`config.mk`:
```
export PLATFORM = sky130hd
export DESIGN_NAME = comp_enum
export DESIGN_NICKNAME = d
export VERILOG_FILES = /design/src/rtl/comp_pkg.sv /design/src/rtl/comp_shape.sv /design/src/rtl/comp_step.sv /design/src/rtl/comp_lifo.sv /design/src/rtl/comp_enum.sv
export SDC_FILE = /design/constraint.sdc
export NUM_CORES = 1
export LEC_CHECK = 0
export ABC_AREA = 1
export BUFFER_PORTS_ARGS = -buffer_cell sky130_fd_sc_hd__buf_2
export CAP_MARGIN = 20
export CORE_AREA = 2 2 251 501
export CTS_CLUSTER_SIZE = 10
export DETAILED_ROUTE_END_ITERATION = 10
export DIE_AREA = 0 0 253 503
export PLACE_DENSITY = 0.64
export SYNTH_ARGS = -nofsm -noshare
export SYNTH_HDL_FRONTEND = slang
export SYNTH_SLANG_ARGS = --single-unit
```
`constraint.sdc`:
```
create_clock -name clk -period 21.8 [get_ports clk]
set_input_delay 3.27 -clock clk [delete_from_list [all_inputs] [get_ports clk]]
set_output_delay 3.27 -clock clk [all_outputs]
set_load 0.01 [all_outputs]
```
`src/rtl/comp_pkg.sv`:
```
package comp_pkg;

  typedef enum logic [2:0] {
    ST_IDLE,
    ST_ROOT,
    ST_POP,
    ST_EXPAND,
    ST_DONE
  } comp_state_e;

  // Largest stack occupancy over every legal part count up to max_m.
  function automatic int stack_bound(input int max_m, input int max_l);
    int best;
    best = 1;
    for (int k = 3; k <= max_m; k++) begin
      if ((max_l - k - 1) * (k - 2) > best) best = (max_l - k - 1) * (k - 2);
    end
    return best;
  endfunction

endpackage

```
`src/rtl/comp_shape.sv`:
```
module comp_shape #(
  parameter int MAX_M = 6,
  parameter int W     = 5,
  localparam int MW   = $clog2(MAX_M + 1),
  localparam int TW   = MAX_M * W
) (
  input  logic [TW-1:0] tup,
  input  logic [MW-1:0] m,
  output logic [W-1:0]  head,
  output logic [MW-1:0] tail,
  output logic          mother
);

  logic run;

  always_comb begin
    tail = '0;
    run  = 1'b1;
    for (int k = MAX_M - 1; k >= 1; k--) begin
      if (MW'(k) < m) begin
        if (run && tup[k*W +: W] == W'(1)) tail = tail + MW'(1);
        else run = 1'b0;
      end
    end
    head   = tup[W-1:0];
    mother = (head >= W'(2)) && (tail != '0);
  end

endmodule

```
`src/rtl/comp_step.sv`:
```
module comp_step #(
  parameter int MAX_M = 6,
  parameter int W     = 5,
  localparam int MW   = $clog2(MAX_M + 1),
  localparam int TW   = MAX_M * W
) (
  input  logic [TW-1:0] parent,
  input  logic [W-1:0]  amount,
  input  logic [MW-1:0] pos,
  output logic [TW-1:0] child
);

  always_comb begin
    child         = parent;
    child[W-1:0]  = parent[W-1:0] - amount;
    for (int k = 1; k < MAX_M; k++) begin
      if (MW'(k) == pos) child[k*W +: W] = parent[k*W +: W] + amount;
    end
  end

endmodule

```
`src/rtl/comp_lifo.sv`:
```
module comp_lifo #(
  parameter int DEPTH = 4,
  parameter int DW    = 8,
  localparam int SPW  = $clog2(DEPTH + 1),
  localparam int AW   = (DEPTH > 1) ? $clog2(DEPTH) : 1
) (
  input  logic           clk,
  input  logic           rst_n,
  input  logic           push,
  input  logic           pop,
  input  logic [DW-1:0]  din,
  output logic [DW-1:0]  top,
  output logic [SPW-1:0] count
);

  logic [DW-1:0] mem [DEPTH];

  assign top = (count != '0) ? mem[AW'(count - SPW'(1))] : '0;

  always_ff @(posedge clk) begin
    if (push) mem[AW'(count)] <= din;
  end

  always_ff @(posedge clk or negedge rst_n) begin
    if (!rst_n)    count <= '0;
    else if (push) count <= count + SPW'(1);
    else if (pop)  count <= count - SPW'(1);
  end


  no_overflow_chk: assert property (@(posedge clk) disable iff (!rst_n)
    push |-> (count < SPW'(DEPTH)));


  no_underflow_chk: assert property (@(posedge clk) disable iff (!rst_n)
    pop |-> (count != '0));


  no_push_pop_chk: assert property (@(posedge clk) disable iff (!rst_n)
    !(push && pop));

endmodule

```
`src/rtl/comp_enum.sv`:
```
module comp_enum #(
  parameter int MAX_M  = 6,
  parameter int MAX_L  = 16,
  localparam int W     = $clog2(MAX_L + 1),
  localparam int MW    = $clog2(MAX_M + 1),
  localparam int TW    = MAX_M * W,
  localparam int DEPTH = comp_pkg::stack_bound(MAX_M, MAX_L)
) (
  input  logic          clk,
  input  logic          rst_n,
  input  logic          start,
  input  logic [MW-1:0] m_i,
  input  logic [W-1:0]  l_i,
  input  logic          out_ready,
  output logic          out_valid,
  output logic [TW-1:0] out_tuple,
  output logic          out_last,
  output logic          done
);
  import comp_pkg::*;

  localparam int SPW = $clog2(DEPTH + 1);

  function automatic logic [TW-1:0] mk_root(input logic [MW-1:0] mm, input logic [W-1:0] ll);
    logic [TW-1:0] r;
    r = '0;
    r[W-1:0] = ll - W'(mm) + W'(1);
    for (int k = 1; k < MAX_M; k++) begin
      if (MW'(k) < mm) r[k*W +: W] = W'(1);
    end
    return r;
  endfunction

  function automatic logic [W+3:0] tuple_sum(input logic [TW-1:0] t);
    logic [W+3:0] s;
    s = '0;
    for (int k = 0; k < MAX_M; k++) s = s + (W+4)'(t[k*W +: W]);
    return s;
  endfunction

  comp_state_e   state;
  logic [MW-1:0] m_q;
  logic [W-1:0]  l_q;
  logic [TW-1:0] par_q;
  logic [W-1:0]  a1_q;
  logic [MW-1:0] f_q;
  logic [W-1:0]  c1_q;
  logic [MW-1:0] p_q;

  logic [TW-1:0] child;
  logic [TW-1:0] top_tuple;
  logic [SPW-1:0] sp;
  logic [W-1:0]  out_head, top_head;
  logic [MW-1:0] out_tail, top_tail;
  logic          out_mother, top_mother;

  logic params_ok, can_start, fire, push, pop, step_end, sp_empty;

  assign params_ok = (m_i != '0) && (m_i <= MW'(MAX_M)) && (l_i >= W'(m_i)) && (l_i <= W'(MAX_L));
  assign can_start = (state == ST_IDLE) || (state == ST_DONE);

  comp_step #(.MAX_M(MAX_M), .W(W)) u_step (
    .parent(par_q), .amount(c1_q), .pos(p_q), .child(child)
  );

  assign out_valid = (state == ST_ROOT) || (state == ST_EXPAND);
  assign out_tuple = (state == ST_ROOT) ? par_q : child;
  assign fire      = out_valid && out_ready;

  comp_shape #(.MAX_M(MAX_M), .W(W)) u_out_shape (
    .tup(out_tuple), .m(m_q), .head(out_head), .tail(out_tail), .mother(out_mother)
  );

  assign push     = fire && out_mother;
  assign pop      = (state == ST_POP) && (sp != '0);
  assign sp_empty = (sp == '0);
  assign step_end = (p_q == m_q - MW'(1)) && (c1_q == a1_q - W'(1));

  comp_lifo #(.DEPTH(DEPTH), .DW(TW)) u_lifo (
    .clk(clk), .rst_n(rst_n), .push(push), .pop(pop),
    .din(out_tuple), .top(top_tuple), .count(sp)
  );

  comp_shape #(.MAX_M(MAX_M), .W(W)) u_top_shape (
    .tup(top_tuple), .m(m_q), .head(top_head), .tail(top_tail), .mother(top_mother)
  );

  assign out_last = out_valid && sp_empty &&
                    ((state == ST_ROOT) ? !out_mother
                                        : (out_head == W'(1) && out_tail == '0));
  assign done = (state == ST_DONE);

  always_ff @(posedge clk or negedge rst_n) begin
    if (!rst_n) begin
      state <= ST_IDLE;
      m_q   <= '0;
      l_q   <= '0;
      par_q <= '0;
      a1_q  <= '0;
      f_q   <= '0;
      c1_q  <= '0;
      p_q   <= '0;
    end else begin
      unique case (state)
        ST_IDLE, ST_DONE: begin
          if (start) begin
            m_q <= m_i;
            l_q <= l_i;
            if (params_ok) begin
              par_q <= mk_root(m_i, l_i);
              state <= ST_ROOT;
            end else begin
              state <= ST_DONE;
            end
          end
        end
        ST_ROOT: begin
          if (fire) state <= out_mother ? ST_POP : ST_DONE;
        end
        ST_POP: begin
          if (sp_empty) begin
            state <= ST_DONE;
          end else begin
            par_q <= top_tuple;
            a1_q  <= top_head;
            f_q   <= top_tail;
            c1_q  <= W'(1);
            p_q   <= m_q - top_tail;
            state <= ST_EXPAND;
          end
        end
        ST_EXPAND: begin
          if (fire) begin
            if (p_q == m_q - MW'(1)) begin
              p_q <= m_q - f_q;
              if (step_end) state <= ST_POP;
              else c1_q <= c1_q + W'(1);
            end else begin
              p_q <= p_q + MW'(1);
            end
          end
        end
        default: state <= ST_IDLE;
      endcase
    end
  end


  sum_ok_chk: assert property (@(posedge clk) disable iff (!rst_n)
    out_valid |-> (tuple_sum(out_tuple) == (W+4)'(l_q)));


  hold_stable_chk: assert property (@(posedge clk) disable iff (!rst_n)
    (out_valid && !out_ready) |=> (out_valid && $stable(out_tuple)));


  last_ends_chk: assert property (@(posedge clk) disable iff (!rst_n)
    (fire && out_last) |=> !out_valid);


  bad_params_chk: assert property (@(posedge clk) disable iff (!rst_n)
    (can_start && start && !params_ok) |=> (done && !out_valid));


  stack_mother_chk: assert property (@(posedge clk) disable iff (!rst_n)
    pop |-> top_mother);


  start_ignored_chk: assert property (@(posedge clk) disable iff (!rst_n)
    (!can_start && start) |=> ($stable(m_q) && $stable(l_q)));

endmodule

```
==> flow_metrics.env, run 1 <==
export IMPL_status="finished, final reports clean"
export IMPL_fp_row_count=183
export IMPL_period_share_pct=45.1
export IMPL_critPathLaunchType="flip-flop"
export IMPL_grt_usage_pct=22.0
export IMPL_cp_required_ps=18530
export IMPL_arrival_ps=6550
export IMPL_drc=0
export IMPL_hp_start="f_q[0]"
export IMPL_antenna_found_initial=0
export IMPL_max_stage_delay_ps=720
export IMPL_reg2reg_from="u_lifo.count[0]"
export IMPL_dr_pass1_iters=5
export IMPL_clock_tree_buffer_depth=3
export IMPL_crit_path_top_delay_cell="xor2_4"
export IMPL_synth_fp_nets=4295
export IMPL_synth_async_reset_ratio_pct=5.10
export IMPL_finalSetupViolCount=0
export IMPL_drive_above_1_share_pct=10.2
export IMPL_max_freq_ghz=0.102
export IMPL_post_place_ws_ps=12790
export IMPL_crit_path_frequent_cell="nand2_1"
export IMPL_slew_violations=0
export IMPL_seq_area_frac_synth_pct=69.1
export IMPL_cts_clk_slew_worst_paths_ps=60
export IMPL_cts_tree="done"
export IMPL_grt_pass1_vias=32000
export IMPL_switchingPower_uw=3510
export IMPL_synth_top_cell_area_share_pct=66.2
export IMPL_initial_core_util_pct=39.6
export IMPL_dp_hpwl_um=74400
export IMPL_dieArea_mm2=0.127
export IMPL_final_antenna_net_count=0
export IMPL_htreeDepth=4
export IMPL_cts_root_buf="clkbuf_16"
export IMPL_core_area_mm2=0.124
export IMPL_tns_ps=0
export IMPL_dieHeight_um=503
export IMPL_cts_hold_buf=0
export IMPL_pwr_share_clk_pct=23.5
export IMPL_hold_violations=0
export IMPL_wl_um=141000
export IMPL_hp_class="flip-flop to flip-flop"
export IMPL_finalNetCount=4333
export IMPL_clock_latency_ps=750
export IMPL_synth_distinct_cells=66
export IMPL_rsz0062_at_grt="no"
export IMPL_cts_sinks=1138
export IMPL_powerDensity_mw_per_mm2=153
export IMPL_final_util_pct=44.3
export IMPL_cts_inserted_buffers=132
export IMPL_cts_resized=0
export IMPL_fin_ws_ps=11980
export IMPL_yosys_warnings=0
export IMPL_nFillCells=11100
export IMPL_path_buf_inv=6
export IMPL_synth_edf_count=1080
export IMPL_synth_area_mm2=0.0490
export IMPL_place_inst=5693
export IMPL_p_int_uw=4850
export IMPL_critPathLaunch="c1_q[0]"
export IMPL_end_kind="primary output"
export IMPL_grt_max_degree=224
export IMPL_total_power_uw=8360
export IMPL_yosysTopAreaCell="edfxtp_1"
export IMPL_syn_inst=4219
export IMPL_clock_skew_ps=27.9
export IMPL_synth_commonest_cells="1080 x edfxtp_1, 871 x nand2_1, 576 x nand3_1"
export IMPL_die_width_um=253
export IMPL_globalRouteOverflowTotal=0
export IMPL_yosys_cell_count_top_type="edfxtp_1"
export IMPL_ys_top_cells_by_area="edfxtp_1 66%, nand2_1 6.7%, nand3_1 5.9%"
export IMPL_port_buffers=44
export IMPL_grt_pass1_wl_um=207000
export IMPL_swShare_pct=42.0
export IMPL_tightestPinTransition_ps=1130
export IMPL_slew_headroom_pct=24.6
export IMPL_wl_per_cell_um=24.1
export IMPL_vias=33400
export IMPL_pwr_share_comb_pct=42.4
export IMPL_layout_min_cycle_time_ps=9820
export IMPL_synth_flop_cell="edfxtp_1"
export IMPL_ios=45
export IMPL_postCtsSetupBuffers=0
export IMPL_irDropWorstVdd_uv=146
export IMPL_syn_avg_cell_area_um2=11.6
export IMPL_path_class="flip-flop to primary output"
export IMPL_cpLargestDelayFamily="simple AND/OR/NAND/NOR gates"
export IMPL_p_leak_uw=0.0200
export IMPL_ys_ff_latch=1138
export IMPL_drt_iter0_markers=3642
export IMPL_path_max_fanout=38
export IMPL_finalWeightedCongestion=0.880
export IMPL_viasPerCell=5.70
export IMPL_p_seq_share_pct=34.1
export IMPL_instances_no_fill=5866
export IMPL_syn_to_final_growth_pct=11.6
export IMPL_antenna_cells=0
export IMPL_cap_viol_max_count=0
final cells by class:
type | count | area (um^2) | share of cell area (%)
sequential | 1138 | 33900 | 61.9
multi-input combinational | 2606 | 13200 | 24.2
clock buffer | 160 | 3560 | 6.50
tap | 1572 | 1970 | 3.59
timing repair buffer | 153 | 1100 | 2.00
inverter | 226 | 877 | 1.60
clock inverter | 11 | 126 | 0.231
power groups by stage:
stage | clock (uW) | combinational [uW] | sequential [uW]
4_1_cts | 1990 | 3510 | 2850
3_5_place_dp | 0 | 3500 | 2900
5_1_grt | 2070 | 3850 | 2860
3_3_place_gp | 0 | 3430 | 2890
2_1_floorplan | 0 | 2360 | 2880
6_report | 1960 | 3550 | 2860
cell usage in the layout, fill, tap and decap left out, types with 5 or more instances in the layout:
| cell | instances |
|---|---|
| edfxtp_1 | 1080 |
| nand2_1 | 871 |
| nand3_1 | 576 |
| nor2_1 | 342 |
| o21ai_0 | 296 |
| inv_1 | 206 |
| clkbuf_16 | 138 |
| o22ai_1 | 118 |
| buf_4 | 103 |
| a21oi_1 | 88 |
| dfrtp_1 | 57 |
| ha_1 | 54 |
| buf_2 | 44 |
| or2_2 | 29 |
| a32o_1 | 22 |
| nor2_4 | 21 |
| clkbuf_1 | 20 |
| o211ai_1 | 19 |
| xor2_1 | 18 |
| nand4_1 | 13 |
| xnor2_1 | 13 |
| nor3_2 | 13 |
| inv_2 | 12 |
| nand2_2 | 11 |
| o21ai_1 | 10 |
| o21ai_2 | 10 |
| fa_1 | 9 |
| a221o_1 | 6 |
| nand2_4 | 5 |
| nor3_4 | 5 |
| clkinv_8 | 5 |
worst register-to-register path, delay by kind of cell, from the launching register on:
| family | cells | cell delay (ps) |
|---|---|---|
| xor+xnor | 2 | 380 |
| flops | 1 | 540 |
| buf+inv | 8 | 2680 |
| fa+ha+maj | 5 | 1780 |
| simple gates | 21 | 2270 |
flip-flops by register name (all words and copies together) (netlist names):
register	cells
p_q	3
f_q	3
c1_q	5
par_q	30
m_q	3
a1_q	5
u_lifo.count	6
u_lifo.mem	1080
state	3
per-stage QoR:
| step | hold WS [ps] | area (um^2) |
|---|---|---|
| after floorplan | 453 | 49000 |
| after global placement | 489 | 51000 |
| after detailed placement | 497 | 51000 |
| after CTS | 514 | 54700 |
| after global routing | 534 | 54700 |
| final | 509 | 54700 |
cells by family (layout without fill, tap and decap cells):
kind of cell             after synthesis  count (layout)  synth area share (%)
AND/OR/NAND/NOR                     1913            1913                  16.9
adder cells (fa/ha/maj)               64              64                  1.77
AO/OA/AOI/OAI                        593             593                  6.94
buffers and inverters                475             550                  4.60
flip-flops                          1138            1138                  69.1
multiplexers                           1               1                0.0204
XOR/XNOR                              35              35                 0.679
routing by layer:
metal,up-vias,share of wire (%),track usage (%)
li1,15000,-,-
met1,16400,39,28.5
met2,1670,48,36.1
met3,345,8.6,3.83
met4,0,4.4,10.1
met5,-,0,0
path summary, 6_finish.rpt:
path                                        end  slack, ps  cells after the start
worst max-delay path                   out_last      11980                     31
worst min-delay path                     f_q[0]        510                      2
worst max register to register           p_q[2]      14050                     36
worst min register to register           f_q[0]        510                      2
max in group asynchronous       u_lifo.count[0]      18470                      2
min in group asynchronous              state[2]       2700                      2
No activity file was read; power rests on OpenSTA's default activity.
==> inputs of run 2 (changes only) <==
PLACE_DENSITY = 0.66   (was 0.64)
clock period = 8.8 ns   (was 21.8 ns; I/O delays follow)
==> run 2 against run 1 <==
Against the previous run: critical path depth stayed put; setup slack worse by 11000 ps; die area is the same; first-iteration DRC count increased by 11%; clock power increased by 150%; routed wire length shrank 3.2%; sequential cell count stayed put; power grew 150%; cell area hardly changed; via count shrank 0.50%; register-to-register slack got worse by 13000 ps; global-route usage down 0.53 points; critical path type unchanged; highest routed layer is now met5.
==> flow_metrics.env, run 2 (synthesis results as in run 1) <==
export IMPL_final_cell_mix="1080 x edfxtp_1, 870 x nand2_1, 576 x nand3_1"
export IMPL_cp_depth=31
export IMPL_wl_met2_um=64800
export IMPL_final_common_cell="edfxtp_1"
export IMPL_holdPathStages=2
export IMPL_syn_to_final_growth_pct=11.7
export IMPL_cts_sinks=1138
export IMPL_max_freq_ghz=0.132
export IMPL_cpLargestDelayFamily="simple AND/OR/NAND/NOR gates"
export IMPL_critPathLaunchType="flip-flop"
export IMPL_grt_usage_pct=21.5
export IMPL_globalRouteOverflowTotal=0
export IMPL_max_stage_delay_ps=620
export IMPL_reg2reg_from="u_lifo.count[0]"
export IMPL_die_width_um=253
export IMPL_reg_top3="u_lifo.mem x1080, par_q x30, u_lifo.count x6"
export IMPL_core_area_mm2=0.124
export IMPL_largest_reg_flops=1080
export IMPL_critPathLaunch="c1_q[0]"
export IMPL_reg2reg_depth=35
export IMPL_arrival_ps=6250
export IMPL_grt_pass1_vias=32700
export IMPL_drc=0
export IMPL_grt_pass1_wl_um=206000
export IMPL_cap_viol_max_count=0
export IMPL_cts_tree="done"
export IMPL_clock_skew_ps=20.1
export IMPL_grt_max_degree=196
export IMPL_vias=33200
export IMPL_ios=45
export IMPL_finalSetupViolCount=0
export IMPL_p_leak_uw=0.0200
export IMPL_layout_min_cycle_time_ps=7570
export IMPL_dieHeight_um=503
export IMPL_crit_path_top_delay_cell="dfrtp_1"
export IMPL_drt_iter0_markers=4043
export IMPL_tightestPinTransition_ps=1080
export IMPL_irDropWorstVdd_uv=434
export IMPL_htreeDepth=4
export IMPL_path_max_fanout=12
export IMPL_finalWeightedCongestion=0.891
export IMPL_cts_inserted_buffers=132
export IMPL_routed_top_layer="met5"
export IMPL_wl_um=137000
export IMPL_fp_row_count=183
export IMPL_dieArea_mm2=0.127
export IMPL_initial_core_util_pct=39.6
export IMPL_postCtsSetupBuffers=0
export IMPL_dr_wl_met3_um=12000
export IMPL_antenna_cells=0
export IMPL_cts_clk_slew_worst_paths_ps=60
export IMPL_drive_above_1_share_pct=9.97
export IMPL_port_buffers=44
export IMPL_hp_class="flip-flop to flip-flop"
export IMPL_path_class="flip-flop to primary output"
export IMPL_wl_per_cell_um=23.3
export IMPL_finalNetCount=4328
export IMPL_place_inst=5688
export IMPL_rsz0062_at_grt="no"
export IMPL_powerDensity_mw_per_mm2=381
export IMPL_slew_headroom_pct=27.5
export IMPL_instances_no_fill=5865
export IMPL_antenna_found_initial=1
export IMPL_top_register="u_lifo.mem"
export IMPL_end_kind="primary output"
export IMPL_dr_pass1_iters=8
export IMPL_regToRegSetupSlack_ps=1270
export IMPL_hold_violations=0
export IMPL_final_antenna_net_count=0
export IMPL_wl_met1_um=54100
export IMPL_hp_start="f_q[0]"
export IMPL_viasPerCell=5.67
export IMPL_crit_path_frequent_cell="nand2_1"
export IMPL_dp_hpwl_um=78000
export IMPL_cts_root_buf="clkbuf_16"
export IMPL_slew_violations=0
export IMPL_clock_latency_ps=750
export IMPL_clock_tree_buffer_depth=3
export IMPL_period_share_pct=86.0
export IMPL_path_buf_inv=6
export IMPL_cts_hold_buf=0
export IMPL_tns_ps=0
export IMPL_cts_resized=0
export IMPL_status="finished, final reports clean"
export IMPL_cp_required_ps=7480
run 2: worst paths after layout:
| check | end |
|---|---|
| max | out_last |
| min | f_q[0] |
| max reg2reg | p_q[2] |
| min reg2reg | f_q[0] |
| max in group asynchronous | u_lifo.count[0] |
| min in group asynchronous | par_q[24] |
run 2: where the power goes:
part | leakage, uW | internal, uW | total (uW) | switching, uW
Clock | 0.00177 | 2760 | 4820 | 2050
Sequential | 0.0106 | 6930 | 7130 | 197
Combinational | 0.00763 | 2280 | 8950 | 6670
run 2: cell type report:
| class | count | area, um^2 |
|---|---|---|
| fillers | 11100 | 68900 |
| flip-flops and latches | 1138 | 33900 |
| multi-input cells | 2606 | 13200 |
| clock buffers | 164 | 3490 |
| well taps | 1572 | 1970 |
| repair buffers | 148 | 1190 |
| inverters | 226 | 877 |
| clock inverters | 11 | 138 |
run 2: routing by layer:
| layer | up-vias | GRT usage [%] |
|---|---|---|
| met1 | 16300 | 28.7 |
| met2 | 1637 | 34.4 |
| met5 | - | 0 |
| li1 | 15000 | - |
| met3 | 310 | 3.74 |
| met4 | 2 | 9.80 |
run 2: tightest hold or removal path: stages, from the launching register on:
cell and delay [ps]:
dfrtp_1 350, nand2_1 70, nand2_1 60
run 2: through the flow:
| step | power, uW | setup slack, ps | utilization, % | hold WS [ps] | instance area [um^2] |
|---|---|---|---|---|---|
| global route | 21900 | 837 | 44.3 | 529 | 54800 |
| global placement | 15900 | 1330 | 41.2 | 486 | 50900 |
| finish | 20900 | 1230 | 44.3 | 502 | 54800 |
| CTS | 20900 | 1250 | 44.3 | 501 | 54700 |
| floorplan | 13000 | 1460 | - | 453 | 49000 |
| detailed placement | 16000 | 1440 | 41.3 | 487 | 51100 |
